## src/rtl/vsa_pkg.sv

```systemverilog
package vsa_pkg;

    typedef enum logic [1:0] {
        ST_IDLE = 2'd0,
        ST_RUN  = 2'd1,
        ST_FIN  = 2'd2
    } agen_state_e;

    // Size of the leading strip: the remainder, or a full register when
    // the remainder is zero (no empty strip is ever produced).
    function automatic int unsigned lead_strip_len(input int unsigned n,
                                                   input int unsigned mvl);
        int unsigned r;
        r = n % mvl;
        return (r == 0) ? mvl : r;
    endfunction

endpackage

```

## src/rtl/vsa_strip_ctrl.sv

```systemverilog
module vsa_strip_ctrl #(
    parameter int MVL   = 64,
    parameter int LEN_W = 16,
    parameter int VL_W  = $clog2(MVL + 1)
) (
    input  logic             clk,
    input  logic             rst,
    input  logic             launch,
    input  logic [LEN_W-1:0] total_len,
    input  logic             step,
    output logic [VL_W-1:0]  strip_vl,
    output logic [VL_W-1:0]  strip_pos,
    output logic             at_strip_end,
    output logic             at_vec_end
);
    import vsa_pkg::*;

    localparam logic [VL_W-1:0]  FULL_VL  = VL_W'(MVL);
    localparam logic [LEN_W-1:0] FULL_LEN = LEN_W'(MVL);

    logic [VL_W-1:0]  vl_q;
    logic [VL_W-1:0]  pos_q;
    logic [LEN_W-1:0] rem_q;
    logic [VL_W-1:0]  lead_vl;

    assign lead_vl      = VL_W'(lead_strip_len(int'(total_len), MVL));
    assign at_strip_end = (pos_q == vl_q - 1'b1);
    assign at_vec_end   = at_strip_end && (rem_q == '0);
    assign strip_vl     = vl_q;
    assign strip_pos    = pos_q;

    always_ff @(posedge clk) begin
        if (rst) begin
            vl_q  <= '0;
            pos_q <= '0;
            rem_q <= '0;
        end else if (launch) begin
            vl_q  <= lead_vl;
            pos_q <= '0;
            rem_q <= total_len - LEN_W'(lead_vl);
        end else if (step) begin
            if (at_strip_end) begin
                pos_q <= '0;
                if (rem_q != '0) begin
                    vl_q  <= FULL_VL;
                    rem_q <= rem_q - FULL_LEN;
                end
            end else begin
                pos_q <= pos_q + 1'b1;
            end
        end
    end

endmodule

```

## src/rtl/vsa_addr_acc.sv

```systemverilog
module vsa_addr_acc #(
    parameter int ADDR_W = 24
) (
    input  logic              clk,
    input  logic              rst,
    input  logic              launch,
    input  logic [ADDR_W-1:0] base_addr,
    input  logic [ADDR_W-1:0] stride,
    input  logic              step,
    output logic [ADDR_W-1:0] addr
);
    logic [ADDR_W-1:0] addr_q;
    logic [ADDR_W-1:0] stride_q;

    assign addr = addr_q;

    always_ff @(posedge clk) begin
        if (rst) begin
            addr_q   <= '0;
            stride_q <= '0;
        end else if (launch) begin
            addr_q   <= base_addr;
            stride_q <= stride;
        end else if (step) begin
            addr_q <= addr_q + stride_q;
        end
    end

endmodule

```

## src/rtl/vsa_elem_cnt.sv

```systemverilog
module vsa_elem_cnt #(
    parameter int LEN_W = 16
) (
    input  logic             clk,
    input  logic             rst,
    input  logic             launch,
    input  logic             step,
    output logic [LEN_W-1:0] idx
);
    logic [LEN_W-1:0] idx_q;

    assign idx = idx_q;

    always_ff @(posedge clk) begin
        if (rst)         idx_q <= '0;
        else if (launch) idx_q <= '0;
        else if (step)   idx_q <= idx_q + 1'b1;
    end

endmodule

```

## src/rtl/vec_strip_agen.sv

```systemverilog
module vec_strip_agen #(
    parameter int ADDR_W = 24,
    parameter int MVL    = 64,
    parameter int LEN_W  = 16,
    parameter int VL_W   = $clog2(MVL + 1)
) (
    input  logic              clk,
    input  logic              rst,
    input  logic              start,
    input  logic [LEN_W-1:0]  total_len,
    input  logic [ADDR_W-1:0] base_addr,
    input  logic [ADDR_W-1:0] stride,
    input  logic              ready,
    output logic              out_valid,
    output logic [ADDR_W-1:0] addr,
    output logic [LEN_W-1:0]  elem_idx,
    output logic [VL_W-1:0]   strip_vl,
    output logic              strip_first,
    output logic              strip_last,
    output logic              done
);
    import vsa_pkg::*;

    agen_state_e state_q, state_d;
    logic        accept, launch, step;
    logic [VL_W-1:0] pos;
    logic        strip_end, vec_end;

    assign accept = start && (state_q != ST_RUN);
    assign launch = accept && (total_len != '0);
    assign step   = (state_q == ST_RUN) && ready;

    always_comb begin
        state_d = state_q;
        unique case (state_q)
            ST_IDLE, ST_FIN: begin
                if (accept) state_d = (total_len == '0) ? ST_FIN : ST_RUN;
                else        state_d = ST_IDLE;
            end
            ST_RUN: begin
                if (step && vec_end) state_d = ST_FIN;
            end
            default: state_d = ST_IDLE;
        endcase
    end

    always_ff @(posedge clk) begin
        if (rst) state_q <= ST_IDLE;
        else     state_q <= state_d;
    end

    vsa_strip_ctrl #(.MVL(MVL), .LEN_W(LEN_W), .VL_W(VL_W)) u_strip (
        .clk          (clk),
        .rst          (rst),
        .launch       (launch),
        .total_len    (total_len),
        .step         (step),
        .strip_vl     (strip_vl),
        .strip_pos    (pos),
        .at_strip_end (strip_end),
        .at_vec_end   (vec_end)
    );

    vsa_addr_acc #(.ADDR_W(ADDR_W)) u_addr (
        .clk       (clk),
        .rst       (rst),
        .launch    (launch),
        .base_addr (base_addr),
        .stride    (stride),
        .step      (step),
        .addr      (addr)
    );

    vsa_elem_cnt #(.LEN_W(LEN_W)) u_idx (
        .clk    (clk),
        .rst    (rst),
        .launch (launch),
        .step   (step),
        .idx    (elem_idx)
    );

    assign out_valid   = (state_q == ST_RUN);
    assign done        = (state_q == ST_FIN);
    assign strip_first = out_valid && (pos == '0);
    assign strip_last  = out_valid && strip_end;

endmodule

```

## config.mk

```make
export PLATFORM = sky130hd
export DESIGN_NAME = vec_strip_agen
export DESIGN_NICKNAME = d
export VERILOG_FILES = /design/src/rtl/vsa_pkg.sv /design/src/rtl/vsa_strip_ctrl.sv /design/src/rtl/vsa_addr_acc.sv /design/src/rtl/vsa_elem_cnt.sv /design/src/rtl/vec_strip_agen.sv
export SDC_FILE = /design/constraint.sdc
export NUM_CORES = 1
export LEC_CHECK = 0
export ABC_AREA = 0
export CAP_MARGIN = 20
export CELL_PAD_IN_SITES_DETAIL_PLACEMENT = 1
export CELL_PAD_IN_SITES_GLOBAL_PLACEMENT = 1
export CORE_MARGIN = 3
export CORE_UTILIZATION = 41
export DETAILED_ROUTE_END_ITERATION = 8
export PLACE_DENSITY = 0.91
export SLEW_MARGIN = 25
export SYNTH_ARGS = -nofsm -noshare
export SYNTH_HDL_FRONTEND = slang
export SYNTH_SLANG_ARGS = --single-unit
```

## constraint.sdc

```tcl
create_clock -name clk -period 4.48 [get_ports clk]
set_input_delay 0.448 -clock clk [delete_from_list [all_inputs] [get_ports clk]]
set_output_delay 0.448 -clock clk [all_outputs]
set_load 0.01 [all_outputs]
```

[Yosys cells after proc, flatten, opt, wreduce, memory -nomap -nowiden]
Index checks and enable logic that the tools add are counted.
Word-level totals
  bits in read-only memories: 0
  output and inout port bits: 51
  memories: 0
  bits in writable memories: 0
  flip-flop bits (word level): 96
  bits in latches: 0
  input bits: 68
Operators by class
  mux-type cells: 16
  add/subtract/negate cells: 6
  divide/modulo/power cells: 0
  multipliers: 0
  bitwise logic cells: 0
  reduce and logical (&&, ||, !) cells: 20
  $lt $le $gt $ge: 0
  equal/unequal tests: 5
  shift-type cells: 0
Operators by type and width (count)
  $mux W16: 4
  $mux W24: 2
  $mux W7: 6
  $logic_not A16 Y1: 2
  $logic_not A32 Y1: 1
  $reduce_bool A16 Y1: 2
  $add A24 B24 Y24: 1
  $add A16 B1 Y16 const B: 1
  $sub A16 B7 Y16: 1
  $sub A16 B7 Y16 const B: 1
  $add A7 B1 Y7 const B: 1
  $eq A7 B7 Y1: 1
  $logic_and A1 B1 Y1: 7
  $logic_not A7 Y1: 1
  $sub A7 B1 Y7 const B: 1
  $mux W2: 3
  $reduce_bool A2 Y1: 3
  $ne A2 B1 Y1 const B: 2
  $pmux W2 S2: 1
  $reduce_or A2 Y1: 2
  $reduce_and A3 Y1: 1
  $eq A2 B1 Y1 const B: 1
  $eq A2 B2 Y1 const B: 1
  $logic_not A2 Y1: 1

[Longest topological paths before layout]
Gate-level depths: netlist of run 1.
  depth in word-level cells: 6
  depth in mapped cells: 11
  depth with buffers taken out: 11

[Hierarchy]
A second synthesis of run 1 with hierarchy kept.
Second synthesis, totals
  cells, all modules: 716
  area total of the unflattened synthesis: 6008.3 um^2
By module, submodules not included
  vsa_addr_acc: area an instance 3106.7 um^2, cells each 375, times used 1, seq. area each 960.9 um^2
  vsa_strip_ctrl: area an instance 1931.9 um^2, cells each 233, times used 1, seq. area each 600.6 um^2
  vsa_elem_cnt: area an instance 780.7 um^2, cells each 86, times used 1, seq. area each 320.3 um^2
  vec_strip_agen: area an instance 188.9 um^2, cells each 22, times used 1, seq. area each 40.0 um^2

[Worst setup path before layout of run 1]
No wires, ideal clock.
  kind: input to register
  start: input port total_len[3]
  end: register u_strip.rem_q[14]
  path buffers: 0
  stages: 11
  data arrival time: 2730 ps
  path slack: 1670 ps
  required time: 4401 ps
  cell sequence: or4_1 nor3_1 inv_1 ha_1 nor2b_1 nor3b_1 nand2_1 nor3_1 xor2_1 nor2_1 a211oi_2
On the way
  word-level cells in the longest chain between the ends: 4
  elaborated cells on any way between the ends: 10
Ends and longest elaborated chain
  start: declaration: line vec_strip_agen.sv:10  | input logic [LEN_W-1:0] total_len,
  $logic_not A32 Y1 or $reduce_bool A16 Y1 (tied branches): line vsa_pkg.sv:15, vec_strip_agen.sv:30
  $mux W7 or $logic_and A1 B1 Y1 (tied branches): line vsa_pkg.sv:15, vec_strip_agen.sv:30
  $sub A16 B7 Y16 or $reduce_bool A2 Y1 (tied branches)
  $mux W16 or $reduce_and A3 Y1 (tied branches)
  end signal: assignment: line vsa_strip_ctrl.sv:40  | rem_q <= total_len - LEN_W'(lead_vl);
  end signal: assignment: line vsa_strip_ctrl.sv:46  | rem_q <= rem_q - FULL_LEN;
  end: declaration: line vsa_strip_ctrl.sv:23  | logic [LEN_W-1:0] rem_q;
Parallel ways exist; a longest one is shown, timed or not.
A chain may end at the register's enable or synchronous reset.

[Worst setup path in the final report of run 1]
  start: register u_strip.vl_q[0], in the netlist u_strip.strip_vl[0]
  end: output port strip_last
On the way
  word-level cells in the longest chain between the ends: 3
Ends and longest elaborated chain
  start: declaration: line vsa_strip_ctrl.sv:21  | logic [VL_W-1:0] vl_q;
  start signal: assignment: line vsa_strip_ctrl.sv:38  | vl_q <= lead_vl;
  $sub A7 B1 Y7: line vsa_strip_ctrl.sv:27  | assign at_strip_end = (pos_q == vl_q - 1'b1);
  $eq A7 B7 Y1: line vsa_strip_ctrl.sv:27
  $logic_and A1 B1 Y1: line vec_strip_agen.sv:85  | assign strip_last = out_valid && strip_end;
  end: declaration: line vec_strip_agen.sv:19  | output logic strip_last,
Every way passes these cells.

==> run summary, run 1 <==
CP Max Fanout: 4
Synth area leaders: dfxtp_1 34%, ha_1 7.0%, nand2_1 6.8%
Post-CTS setup buffer count: 0
Max Freq: 313 MHz
Reg2reg setup slack: 1380 ps
Top Layer Used: met4
TritonCTS Buffers: 9
Netlist Area Pre-Place: 5700 µm²
CTS resizes: 0
CP endpoint: strip_last
Post-DP Area: 7020 µm²
Post-synth cell types: 66
Root buffer cell: clkbuf_16
Max Root-Sink Buffers: 2
Die ar.: 15400 µm²
Reg clk slew, reported paths: 70 ps
Final Cell Area: 7320 µm²
Met3 WL post-DR: 697 µm
Max Slew Vio Count: 0
Max Cap Violations: 0
Worst VDD drop: 0.201 mV
Slew margin rel.: 0.339
Cells after Synth: 713
Top FF cell, synth: dfxtp_1
Sequential area share after synthesis: 0.337
Tmin final: 3190 ps
Worst setup path category: reg2out
Crit path DAT: 2740 ps
Multi-input gate area: 3590 µm²
Pleak: 2.77 nW
First DRT Iteration DRCs: 328
Sink Count: 96
PD cells: 305 nW/µm²
All-Layer GR Usage: 0.249
Synth async-reset ratio: 0
Reg-to-reg startpoint: u_strip.strip_vl[0]
DR vias: 5613
Final Util: 0.546
Post-route ant nets: 0
DRC: 0
First-pass GRT wire length: 30700 µm
Top cell type's share of synthesized area: 0.337
IO Pins: 119
Status: finished, final reports clean
Starting density of the core: 0.425
H-tree lvl count: 3
Initial antenna violation count: 0
WL per Instance: 18.5 µm
Cell with the most instances after synthesis: nand2_1
CP Data Required Time: 4030 ps
Total grt overflow: 0
Final hold vios: 0
Nature of the critical path endpoint: primary output
Syn. warnings: 0
Skew-Pair Late Insertion Delay: 350 ps
Fraction of layout cells with a size suffix above 1: 0.0539
Worst R2R Path Depth: 9
Final WL: 18400 µm
Register area: 1920 µm²
Largest area contributor in the netlist: dfxtp_1
Final setup fails: 0
Final Cycle Share: 0.712
Area Growth Syn to Fin: 28.4%
Most frequent cells after synthesis: 104 x nand2_1, 96 x dfxtp_1, 74 x nor2_1, 63 x a21oi_1, 39 x xnor2_1
CTS tree: done
Port Buf Inserts: 118
Largest net degree at the start of global routing: 44
Post-CTS Hold Buffers: 0
Reg-to-reg endpoint: u_strip.rem_q[15]
Final worst clock skew: 6.78 ps
Placer congestion estimate: 0.870
Vias in the first global route: 6184
Setup crit start kind: flip-flop
Post-synth EDFFs: 0
Final TNS setup: 0 ps
Nets@finish: 913
Critical path origin: u_strip.strip_vl[0]
HP Class: reg2reg
#FFs+latches synth: 96
Post-Route M1 WL: 7590 µm
# fillers: 1596
Core area: 13400 µm²
Pre-Repair DR Iteration Count: 4
Placed wire-length estimate: 13600 µm
Chip Height: 124 µm
RSZ-0062 raised after global routing: false
Diodes inserted: 0
Syn avg cell area: 8.00 µm²
Vias per std cell: 5.66
Slew at the pin closest to its max-slew limit: 977 ps
Row count: 42
Met2 wire length: 9730 µm
Die outline width: 124 µm
[registers in the layout, summed over array words and instances, names as in the netlist]
signal,count
u_strip.strip_pos,7
u_strip.strip_vl,7
state_q,2
u_idx.idx,16
u_strip.rem_q,16
u_addr.stride_q,24
u_addr.addr,24
[layer usage]
layer	GRT usage	vias up
met5	0	-
li1	-	2708
met2	0.453	138
met1	0.294	2731
met4	0.0979	0
met3	0.0372	36
[power breakdown]
group          total [mW]  internal, mW  switching (mW)
logic               0.496         0.228           0.268
clock network       0.792         0.445           0.347
registers           0.944         0.900          0.0437
[final cells by class]
class / instances / area share
clock buffer: 10 / 0.0326
clock inverter: 5 / 0.00786
inverter: 16 / 0.00820
multi-input combinational: 564 / 0.491
sequential: 96 / 0.263
tap: 176 / 0.0301
timing repair buffer: 125 / 0.168
[per-stage QoR]
stage               std cells  hold slack (ps)  total power, mW  setup WS, ps
global placement          977              443             1.42          1090
finish                    992              464             2.23          1290
CTS                       992              465             2.24          1240
global route              992              481             2.34          1050
detailed placement        977              452             1.45          1030
floorplan                 715              431             1.24          1670
[critical path, stage by stage (launching register included)]
cell and delay [ps]:
dfxtp_1 350, inv_1 90, ha_1 210, nor3b_1 280, xnor2_1 120, a2111oi_2 470, nand3_1 200, nor2_1 130
clkdlybuf4s50_1 540
[placed cells by master, fill, tap and decap left out, types with 4 or more instances in the layout]
master and instances:
o22ai_1 7, nor2b_1 7, clkdlybuf4s50_1 117, ha_1 32
dfxtp_1 96, xnor2_1 39, xor2_1 23, a2bb2oi_1 4
or3_1 6, inv_1 16, a211oi_1 17, a21oi_1 63
conb_1 4, buf_4 7, nand2b_1 6, nand2_1 103
o21bai_1 4, nand4_1 9, nor3_1 15, nor2_1 74
and2_1 5, a311oi_1 5, o21a_1 4, a21o_1 14
mux2i_1 7, and3_1 9, clkbuf_16 9, o21ai_0 19
nand3_1 20, a31oi_1 8, nor4b_1 5
[how the worst min path moves through the flow]
stage	from	endpoint	slack, ps	cells past startpoint
after CTS	u_addr.stride_q[11]	u_addr.stride_q[11]	470	2
final	u_addr.stride_q[3]	u_addr.stride_q[3]	460	2
after floorplan	u_strip.rem_q[0]	u_strip.rem_q[0]	430	1
after global routing	u_addr.stride_q[18]	u_addr.stride_q[18]	480	2
after detailed placement	u_strip.rem_q[5]	u_strip.rem_q[5]	450	1
after global placement	u_strip.rem_q[4]	u_strip.rem_q[4]	440	2
[cells by family after synthesis]
logic type | after synthesis | share of synthesized area
buffers and inverters | 55 | 0.0388
DFF | 96 | 0.337
AOI/OAI and AO/OA | 170 | 0.194
muxes | 7 | 0.0123
adders and majority gates | 33 | 0.0737
xor gates and xnor gates | 62 | 0.0953
other | 2 | 0.00132
and+or+nand+nor | 288 | 0.247
No activity file was read; power rests on OpenSTA's default activity.
==> run 2, diff against run 1 <==
--- a/config.mk
+++ b/config.mk
@@ -10,9 +10,9 @@
 export CELL_PAD_IN_SITES_DETAIL_PLACEMENT = 1
 export CELL_PAD_IN_SITES_GLOBAL_PLACEMENT = 1
 export CORE_MARGIN = 3
-export CORE_UTILIZATION = 41
+export CORE_UTILIZATION = 34
 export DETAILED_ROUTE_END_ITERATION = 8
-export PLACE_DENSITY = 0.91
+export PLACE_DENSITY = 0.81
 export SLEW_MARGIN = 25
 export SYNTH_ARGS = -nofsm -noshare
 export SYNTH_HDL_FRONTEND = slang
==> constraint.sdc (replaced) <==
create_clock -name clk -period 2.75 [get_ports clk]
set_input_delay 0.275 -clock clk [delete_from_list [all_inputs] [get_ports clk]]
set_output_delay 0.275 -clock clk [all_outputs]
set_load 0.01 [all_outputs]
==> run summary, run 2 (synthesis gave the netlist of run 1 again) <==
Critical Path Max Stage Delay: 360 ps
Cell family with most CP delay: buffers and inverters
Row count: 46
CP Max Fanout: 7
Max Freq: 388 MHz
Max Cap Violations: 0
CP Data Required Time: 2990 ps
Root buffer cell: clkbuf_16
Worst VDD drop: 0.372 mV
Diodes inserted: 0
HP Class: reg2reg
Final WL: 17600 µm
Post-route ant nets: 0
H-tree lvl count: 3
Register area: 1920 µm²
Nature of the critical path endpoint: flip-flop
Crit path DAT: 2830 ps
Slew margin rel.: 0.463
Final setup fails: 0
Largest net degree at the start of global routing: 42
Final worst clock skew: 8.60 ps
Nets@finish: 949
Reg-to-reg endpoint: u_strip.strip_vl[1]
Placed insts: 1049
Vias in the first global route: 5860
Status: finished, final reports clean
Total grt overflow: 0
PD cells: 474 nW/µm²
First DRT Iteration DRCs: 260
All-Layer GR Usage: 0.192
Setup crit start kind: flip-flop
Total power: 3.69 mW
Reg clk slew, reported paths: 70 ps
WL per Instance: 16.4 µm
Reg-to-reg startpoint: u_strip.strip_vl[0]
Met3 WL post-DR: 661 µm
Pleak: 2.98 nW
Hold path depth: 2
First-pass GRT wire length: 28700 µm
Multi-input gate area: 3680 µm²
Core area: 16200 µm²
Die outline width: 135 µm
Sink Count: 96
Worst path bufs/invs: 5
Met2 wire length: 9070 µm
Chip Height: 135 µm
TritonCTS Buffers: 9
Final Cycle Share: 0.938
CP Cell Sequence: inv_1 -> ha_1 -> nor3b_2 -> xnor2_1 -> a2111oi_2 -> buf_4 -> buf_4 -> nand4_4 -> buf_4 -> nor2_4 -> buf_4 -> o31a_1 -> nor2_1
Reg2reg setup slack: 170 ps
Top Layer Used: met4
Area Growth Syn to Fin: 36.7%
Initial antenna violation count: 0
Worst R2R Path Depth: 13
Skew-Pair Late Insertion Delay: 350 ps
Fraction of layout cells with a size suffix above 1: 0.108
DR vias: 5592
Min-delay src: u_strip.rem_q[4]
Post-Route M1 WL: 7660 µm
Most frequent cells in the layout: 116 x clkdlybuf4s50_1, 104 x nand2_1, 95 x dfxtp_1, 72 x nor2_1, 63 x a21oi_1
Vias per std cell: 5.23
Tmin final: 2580 ps
Starting density of the core: 0.352
Max Root-Sink Buffers: 2
Worst setup path category: reg2reg
Placer congestion estimate: 0.848
Crit path top cell by count: buf_4
Hold EP: u_strip.rem_q[4]
DRC: 0
Port Buf Inserts: 118
Most common cell after layout, fill and taps aside: clkdlybuf4s50_1
Final hold vios: 0
Non-filler instance count after layout: 1069
# fillers: 1941
CTS tree: done
Max Slew Vio Count: 0
Die ar.: 18400 µm²
Pre-Repair DR Iteration Count: 4
IO Pins: 119
Slowest library cell on the worst path: a2111oi_2
Slew at the pin closest to its max-slew limit: 805 ps
Placed wire-length estimate: 13100 µm
-- run 2: cell count changes in the layout (fill, tap and decap cells not counted), sizes merged --
cell           change
clkbuf             +4
buf               +36
clkdlybuf4s50      -1
dlygate4sd2        +1
clkinvlp           +1
clkinv             -4
-- run 2: repair_timing --
action | CTS | global route
pin swaps | 2 | 2
hold buffers | 0 | 0
buffers inserted | 3 | 1
setup endpoints to repair | 2 | 9
endpoints found under the hold margin | 0 | 0
resized for setup | 5 | 15
-- run 2: cell type report --
| class | instances | area share |
|---|---|---|
| clock buffers | 14 | 0.0339 |
| multi-input cells | 564 | 0.473 |
| inverters | 16 | 0.00771 |
| flip-flops and latches | 96 | 0.247 |
| repair buffers | 161 | 0.199 |
| clock inverters | 2 | 0.00482 |
| well taps | 216 | 0.0347 |
-- run 2: worst max path at each step --
stage / endpoint / slack [ps] / from / cells past startpoint
finish: u_strip.strip_vl[1] / 170 / u_strip.strip_vl[0] / 13
global route: u_strip.rem_q[6] / -10 / u_strip.strip_vl[0] / 12
CTS: u_strip.rem_q[14] / 60 / total_len[3] / 12
detailed placement: u_strip.rem_q[14] / -360 / total_len[3] / 12
global placement: u_strip.rem_q[14] / -330 / total_len[3] / 12
floorplan: u_strip.rem_q[14] / 110 / total_len[3] / 11
-- run 2: per-stage QoR --
step                setup TNS [ps]  hold WS (ps)  area (µm²)  utilization  worst slack (ps)
floorplan                        0           411        5710            -               113
global placement             -1580           447        7360        0.455              -329
detailed placement           -1820           455        7360        0.455              -356
CTS                              0           455        7700        0.476              58.9
global route                 -26.2           465        7790        0.482             -13.9
finish                           0           462        7790        0.482               169
-- run 2: per-layer routing --
metal / global-route usage / vias to the layer above
met1: 0.233 / 2695
li1: - / 2775
met3: 0.0331 / 12
met2: 0.351 / 110
met5: 0 / -
met4: 0.0504 / 0
-- run 2: power by group --
part,leakage [nW],switching (mW),internal (mW)
Combinational,2.05,0.442,0.418
Sequential,0.786,0.0682,1.47
Clock,0.143,0.539,0.756
-- run 2: worst reg2reg max path: stages, from the launching register on --
cell and delay, ps:
dfxtp_1 330, inv_1 60, ha_1 240, nor3b_2 180, xnor2_1 140, a2111oi_2 360
buf_4 180, buf_4 110, nand4_4 120, buf_4 220, nor2_4 210, buf_4 170
o31a_1 110, nor2_1 40
